<file path="src/rtl/irqc_pkg.sv">
package irqc_pkg;

    // Register window selected by bus_waddr[7:5]
    typedef enum logic [2:0] {
        WIN_EN_SET  = 3'd0,
        WIN_EN_CLR  = 3'd1,
        WIN_PD_SET  = 3'd2,
        WIN_PD_CLR  = 3'd3,
        WIN_ACTIVE  = 3'd4,
        WIN_GAP     = 3'd5,
        WIN_PRIO    = 3'd6
    } win_e;

    // One-hot-ish write strobes for the bit windows
    typedef struct packed {
        logic en_set;
        logic en_clr;
        logic pd_set;
        logic pd_clr;
        logic prio;
    } wr_sel_t;

    function automatic win_e decode_win(input logic [7:0] waddr);
        case (waddr[7:5])
            3'd0:    return WIN_EN_SET;
            3'd1:    return WIN_EN_CLR;
            3'd2:    return WIN_PD_SET;
            3'd3:    return WIN_PD_CLR;
            3'd4:    return WIN_ACTIVE;
            3'd5:    return WIN_GAP;
            default: return WIN_PRIO;
        endcase
    endfunction

    // Mask of the implemented upper priority bits
    function automatic logic [7:0] prio_keep(input int bits);
        logic [7:0] m;
        m = 8'hFF << (8 - bits);
        return m;
    endfunction

endpackage

</file>
<file path="src/rtl/irqc_bits.sv">
module irqc_bits #(
    parameter int NUM_LINES = 64
) (
    input  logic                 clk,
    input  logic                 rst,
    input  logic [NUM_LINES-1:0] irq_req,
    input  logic [NUM_LINES-1:0] en_set,
    input  logic [NUM_LINES-1:0] en_clr,
    input  logic [NUM_LINES-1:0] pd_set,
    input  logic [NUM_LINES-1:0] pd_clr,
    input  logic [NUM_LINES-1:0] take_mask,
    input  logic [NUM_LINES-1:0] done_mask,
    output logic [NUM_LINES-1:0] en_q,
    output logic [NUM_LINES-1:0] pend_q,
    output logic [NUM_LINES-1:0] act_q
);

    logic [NUM_LINES-1:0] req_q;
    logic [NUM_LINES-1:0] req_rise;

    assign req_rise = irq_req & ~req_q;

    always_ff @(posedge clk) begin
        if (rst) begin
            en_q   <= '0;
            pend_q <= '0;
            act_q  <= '0;
            req_q  <= '0;
        end else begin
            req_q  <= irq_req;
            en_q   <= (en_q & ~en_clr) | en_set;
            // clears first, then sets and new edges
            pend_q <= (pend_q & ~pd_clr & ~take_mask) | pd_set | req_rise;
            act_q  <= (act_q & ~done_mask) | take_mask;
        end
    end

endmodule

</file>
<file path="src/rtl/irqc_prio.sv">
module irqc_prio #(
    parameter int NUM_LINES = 64,
    parameter int PRIO_BITS = 3
) (
    input  logic                   clk,
    input  logic                   rst,
    input  logic                   wr_en,
    input  logic [5:0]             wr_word,
    input  logic [31:0]            wr_data,
    output logic [NUM_LINES*8-1:0] prio_flat
);

    localparam logic [7:0] KEEP = irqc_pkg::prio_keep(PRIO_BITS);

    logic [7:0] prio_q [NUM_LINES];

    for (genvar l = 0; l < NUM_LINES; l++) begin : g_line
        localparam int WORD = l / 4;
        localparam int LANE = l % 4;

        always_ff @(posedge clk) begin
            if (rst) begin
                prio_q[l] <= '0;
            end else if (wr_en && (wr_word == 6'(WORD))) begin
                prio_q[l] <= wr_data[LANE*8 +: 8] & KEEP;
            end
        end

        assign prio_flat[l*8 +: 8] = prio_q[l];
    end

endmodule

</file>
<file path="src/rtl/irqc_select.sv">
module irqc_select #(
    parameter int NUM_LINES = 64,
    localparam int ID_W = $clog2(NUM_LINES)
) (
    input  logic [NUM_LINES-1:0]   eligible,
    input  logic [NUM_LINES*8-1:0] prio_flat,
    output logic                   pick_valid,
    output logic [ID_W-1:0]        pick_id,
    output logic [7:0]             pick_prio
);

    // Ascending scan with strict compare: ties keep the lower line
    always_comb begin
        pick_valid = 1'b0;
        pick_id    = '0;
        pick_prio  = 8'hFF;
        for (int l = 0; l < NUM_LINES; l++) begin
            if (eligible[l] && (!pick_valid || (prio_flat[l*8 +: 8] < pick_prio))) begin
                pick_valid = 1'b1;
                pick_id    = ID_W'(l);
                pick_prio  = prio_flat[l*8 +: 8];
            end
        end
        if (!pick_valid) begin
            pick_prio = 8'h00;
        end
    end

endmodule

</file>
<file path="src/rtl/irq_prio_ctrl.sv">
module irq_prio_ctrl #(
    parameter int NUM_LINES = 64,
    parameter int PRIO_BITS = 3,
    localparam int ID_W = $clog2(NUM_LINES)
) (
    input  logic                 clk,
    input  logic                 rst,
    input  logic                 bus_wr,
    input  logic [7:0]           bus_waddr,
    input  logic [31:0]          bus_wdata,
    output logic [31:0]          bus_rdata,
    input  logic [NUM_LINES-1:0] irq_req,
    input  logic                 ack,
    input  logic                 eos_strobe,
    input  logic [ID_W-1:0]      eos_id,
    output logic                 sel_valid,
    output logic [ID_W-1:0]      sel_id,
    output logic [7:0]           sel_prio
);

    import irqc_pkg::*;

    win_e                   win;
    wr_sel_t                wsel;
    logic [4:0]             bit_word;
    logic [5:0]             prio_word;
    logic [NUM_LINES-1:0]   wr_bits;
    logic [NUM_LINES-1:0]   en_set, en_clr, pd_set, pd_clr;
    logic [NUM_LINES-1:0]   take_mask, done_mask;
    logic [NUM_LINES-1:0]   en_q, pend_q, act_q;
    logic [NUM_LINES*8-1:0] prio_flat;
    logic [NUM_LINES-1:0]   rd_src;

    assign win       = decode_win(bus_waddr);
    assign bit_word  = bus_waddr[4:0];
    assign prio_word = bus_waddr[5:0];

    always_comb begin
        wsel        = '0;
        wsel.en_set = bus_wr && (win == WIN_EN_SET);
        wsel.en_clr = bus_wr && (win == WIN_EN_CLR);
        wsel.pd_set = bus_wr && (win == WIN_PD_SET);
        wsel.pd_clr = bus_wr && (win == WIN_PD_CLR);
        wsel.prio   = bus_wr && (win == WIN_PRIO);
    end

    // Per-line view of the written word
    for (genvar l = 0; l < NUM_LINES; l++) begin : g_wbit
        assign wr_bits[l] = (bit_word == 5'(l / 32)) && bus_wdata[l % 32];
    end

    assign en_set = wsel.en_set ? wr_bits : '0;
    assign en_clr = wsel.en_clr ? wr_bits : '0;
    assign pd_set = wsel.pd_set ? wr_bits : '0;
    assign pd_clr = wsel.pd_clr ? wr_bits : '0;

    always_comb begin
        take_mask = '0;
        if (ack && sel_valid) begin
            take_mask[sel_id] = 1'b1;
        end
        done_mask = '0;
        if (eos_strobe && (int'(eos_id) < NUM_LINES)) begin
            done_mask[eos_id] = 1'b1;
        end
    end

    irqc_bits #(.NUM_LINES(NUM_LINES)) u_bits (
        .clk       (clk),
        .rst       (rst),
        .irq_req   (irq_req),
        .en_set    (en_set),
        .en_clr    (en_clr),
        .pd_set    (pd_set),
        .pd_clr    (pd_clr),
        .take_mask (take_mask),
        .done_mask (done_mask),
        .en_q      (en_q),
        .pend_q    (pend_q),
        .act_q     (act_q)
    );

    irqc_prio #(.NUM_LINES(NUM_LINES), .PRIO_BITS(PRIO_BITS)) u_prio (
        .clk       (clk),
        .rst       (rst),
        .wr_en     (wsel.prio),
        .wr_word   (prio_word),
        .wr_data   (bus_wdata),
        .prio_flat (prio_flat)
    );

    irqc_select #(.NUM_LINES(NUM_LINES)) u_sel (
        .eligible   (en_q & pend_q),
        .prio_flat  (prio_flat),
        .pick_valid (sel_valid),
        .pick_id    (sel_id),
        .pick_prio  (sel_prio)
    );

    // Read path
    always_comb begin
        case (win)
            WIN_EN_SET, WIN_EN_CLR: rd_src = en_q;
            WIN_PD_SET, WIN_PD_CLR: rd_src = pend_q;
            WIN_ACTIVE:             rd_src = act_q;
            default:                rd_src = '0;
        endcase
    end

    always_comb begin
        int ln;
        bus_rdata = '0;
        if (win == WIN_PRIO) begin
            for (int k = 0; k < 4; k++) begin
                ln = int'(prio_word) * 4 + k;
                if (ln < NUM_LINES) begin
                    bus_rdata[k*8 +: 8] = prio_flat[ln*8 +: 8];
                end
            end
        end else begin
            for (int b = 0; b < 32; b++) begin
                ln = int'(bit_word) * 32 + b;
                if (ln < NUM_LINES) begin
                    bus_rdata[b] = rd_src[ln];
                end
            end
        end
    end

endmodule

</file>
<file path="config.mk">
export PLATFORM = sky130hd
export DESIGN_NAME = irq_prio_ctrl
export DESIGN_NICKNAME = d
export VERILOG_FILES = /design/src/rtl/irqc_pkg.sv /design/src/rtl/irqc_bits.sv /design/src/rtl/irqc_prio.sv /design/src/rtl/irqc_select.sv /design/src/rtl/irq_prio_ctrl.sv
export SDC_FILE = /design/constraint.sdc
export NUM_CORES = 2
export LEC_CHECK = 0
export ABC_AREA = 1
export BUFFER_PORTS_ARGS = -buffer_cell sky130_fd_sc_hd__clkbuf_2
export CAP_MARGIN = 0
export CORE_MARGIN = 2
export CORE_UTILIZATION = 30
export DETAILED_ROUTE_END_ITERATION = 12
export SETUP_SLACK_MARGIN = 0.02
export SLEW_MARGIN = 10
export SYNTH_ARGS = -nofsm -noshare
export SYNTH_HDL_FRONTEND = slang
export SYNTH_SLANG_ARGS = --single-unit
</file>
<file path="constraint.sdc">
create_clock -name clk -period 64.2 [get_ports clk]
set_clock_uncertainty 0.2 [all_clocks]
set_input_delay 6.42 -clock clk [delete_from_list [all_inputs] [get_ports clk]]
set_output_delay 6.42 -clock clk [all_outputs]
set_load 0.02 [all_outputs]
</file>
==> flow_metrics.tcl <==
set metrics [dict create \
    synth_compound_area_frac 0.162 \
    r2r.worst_path.cells 570 \
    startpoint "u_bits.en_q[0]" \
    clock-sinks 448 \
    vias_per_cell 5.20 \
    track_usage 0.228 \
    sw_frac_of_total 0.281 \
    worstHoldPathType "register to register" \
    p_total_mw 0.703 \
    rrSetupSlack_ns 11.33 \
    critPathMostFrequentCell "nand2_1" \
    finalCritPeriodShare 0.919 \
    synth_top_family_by_area "simple AND/OR/NAND/NOR gates" \
    syn_to_final_growth_pct 16.1 \
    cp.required_ns 57.58 \
    ir_worst_vdd_mv 0.0220 \
    synth_ff_type "dfxtp_1" \
    synth_top_area_cell "edfxtp_1" \
    startpoint_type "register" \
    setup_viol 0 \
    p_seq_frac 0.453 \
    placed_cells 5772 \
    grt_pass1_wl_mm 179 \
    maxCapViolations 0 \
    final_util 0.351 \
    worst-path-max-fanout 7 \
    die_y_um 322 \
    wire_per_inst_um 20.6 \
    syn_inst 4298 \
    io_pins 162 \
    cts_hold_buf 0 \
    routed_wl_mm 121 \
    die_width_um 322 \
    ys_ff_latch 448 \
    drc 0 \
    syn-cell-area_mm2 0.0303 \
    clkTransAtPathRegs_ns 0.06 \
    r2r_start "u_bits.en_q[0]" \
    p_comb_frac 0.113 \
    overflow 0 \
    arrival_ns 52.40 \
    drive_gt1_frac 0.183 \
    ys_seq_area_frac 0.360 \
    grt_pass1_vias 28300 \
    synthAdderAreaFrac 0.0285 \
    fin_nets 4714 \
    drv_slew 0 \
    netlist_top_cells_count "nand2_1, inv_1, nor2_1, nand3_1, a21oi_1" \
    fin_area_mm2 0.0351 \
    core_area_mm2 0.100 \
    antenna_found_initial 8 \
    dp_hpwl_mm 89.7 \
    endpoint_kind "output port" \
    hold_violations 0 \
    max_stage_delay_ns 0.37 \
    yosys.area_share.simple 0.331 \
    worst_pin_slew_ns 1.20 \
    internal-power_mw 0.505 \
    max_freq_ghz 0.0169 \
    synthMuxAreaShare 0 \
    r2r-end "u_bits.pend_q[45]" \
    worst_path_max_delay_cell "dfxtp_4" \
    placed_cell_area_mm2 0.0331 \
    worstSetupEndpoint "sel_id[4]" \
    powerDensity_mw_per_mm2 20.0 \
    fin_crit_ns 59.02 \
    maxSlewHeadroom 0.201 \
    synth_xor_area_frac 0 \
    rows 116 \
    ys_types 59 \
    avgSynthCellArea_um2 7.04 \
    initial_core_util 0.303 \
    ys_warn_count 0 \
    pwr-share-clk 0.434 \
    clk_path_buf_depth 3 \
    drtIter0Drc 3451 \
    fillCellCount 10700 \
    first_pass_iters 7 \
    vias 30500 \
    numCtsBuffers 50 \
    die_area_mm2 0.103 \
    io_buffer_count 156 \
    critPathKind "register to output port" \
    yosysMostFrequentCell "nand2_1" \
    outcome "finished, final reports clean" \
    synth_edf_count 192 \
    final_cells 5873 \
    leakagePower_nw 16.9 \
    cts_root_buf "clkbuf_16" \
    grt_max_degree 84 \
    power.switching_mw 0.197 \
    synth.top_cell.area_share 0.191 \
    cts_tree "built" \
    synthArstFlopShare 0 \
    synthTopCellsByArea "edfxtp_1, dfxtp_1, nand2_1" \
    gp_congestion 1.01 \
    h-tree-depth 2 \
    antenna_left 0 \
    clk-insertion-delay-late_ns 0.65 \
]
## power by group through the flow
stage / Sequential (mW) / Combinational [mW] / Clock [mW]
2_1_floorplan: 0.320 / 0.0482 / 0
3_3_place_gp: 0.323 / 0.0766 / 0
3_5_place_dp: 0.324 / 0.0771 / 0
4_1_cts: 0.318 / 0.0774 / 0.307
5_1_grt: 0.319 / 0.0847 / 0.318
6_report: 0.318 / 0.0794 / 0.305
## metrics by stage
step	setup slack (ns)	TNS, ns	hold WS (ns)
after global placement	1.21	0	0.259
after floorplan	2.91	0	0.241
final	5.18	0	0.276
after CTS	0.0812	0	0.276
after detailed placement	-0.928	-4.85	0.267
after global routing	-0.0766	-0.0766	0.294
## per-layer routing
layer,part of all wire,vias up,global-route usage
li1,-,14500,-
met5,0.00051,-,0
met1,0.40,14200,0.293
met2,0.44,1455,0.357
met4,0.060,10,0.120
met3,0.098,276,0.0503
## flip-flops by register name, summed over array words and instances (netlist names)
signal	flops
u_bits.en_q	64
u_bits.req_q	64
u_bits.pend_q	64
u_bits.act_q	64
u_prio.prio_q	192
## worst min path at each step
stage / cells after the start / end / startpoint / slack [ns]
floorplan: 2 / u_bits.act_q[62] / u_bits.act_q[62] / 0.24
global placement: 2 / u_bits.act_q[47] / u_bits.act_q[47] / 0.26
detailed placement: 2 / u_bits.act_q[63] / u_bits.act_q[63] / 0.27
CTS: 2 / u_bits.act_q[63] / u_bits.act_q[63] / 0.28
global route: 2 / u_bits.act_q[47] / u_bits.act_q[47] / 0.29
finish: 2 / u_bits.act_q[29] / u_bits.act_q[29] / 0.28
## cell families (layout without fill, tap and decap cells)
logic type | after synthesis | after routing
compound gates | 798 | 798
fa+ha+maj | 69 | 69
buf+inv | 835 | 1105
flops | 448 | 448
other cells | 1 | 8
simple gates | 2147 | 2147
## layout by cell type, fill, tap and decap left out, drive strengths merged, types with 21 or more instances in the layout
cell type  instances
nor3              31
nor2             557
edfxtp           192
nand2           1121
a221oi            50
clkinv            77
o21ai            237
o22ai             57
clkbuf           227
ha                69
inv              599
o31ai             64
buf              197
nand3            414
a21oi            324
dfxtp            256
o2111ai           21
## critical path: cells and delay by family, from the launching register on
kind,cells,cell delay (ns)
adder cells (fa/ha/maj),63,17.05
flip-flops,1,0.37
AND/OR/NAND/NOR,374,25.43
AO/OA/AOI/OAI,69,5.10
buffers and inverters,64,3.45
## what timing repair did
| action | 4_1_cts | 5_1_grt |
|---|---|---|
| setup buffers | 0 | 4 |
| gates resized for setup | 23 | 112 |
| setup endpoints to repair | 9 | 38 |
| pin swaps | 0 | 7 |
## area by class of cell
type / instances / area, µm² / area share
Tap cell: 1298 / 1620 / 0.0462
Clock buffer: 73 / 1500 / 0.0428
Sequential cell: 448 / 10900 / 0.310
Inverter: 660 / 2490 / 0.0710
Antenna cell: 3 / 7.51 / 0.000214
Multi-Input combinational cell: 3019 / 16100 / 0.459
Clock inverter: 21 / 229 / 0.00652
Timing Repair Buffer: 351 / 2260 / 0.0643
Power figures use the tool's default switching activity.
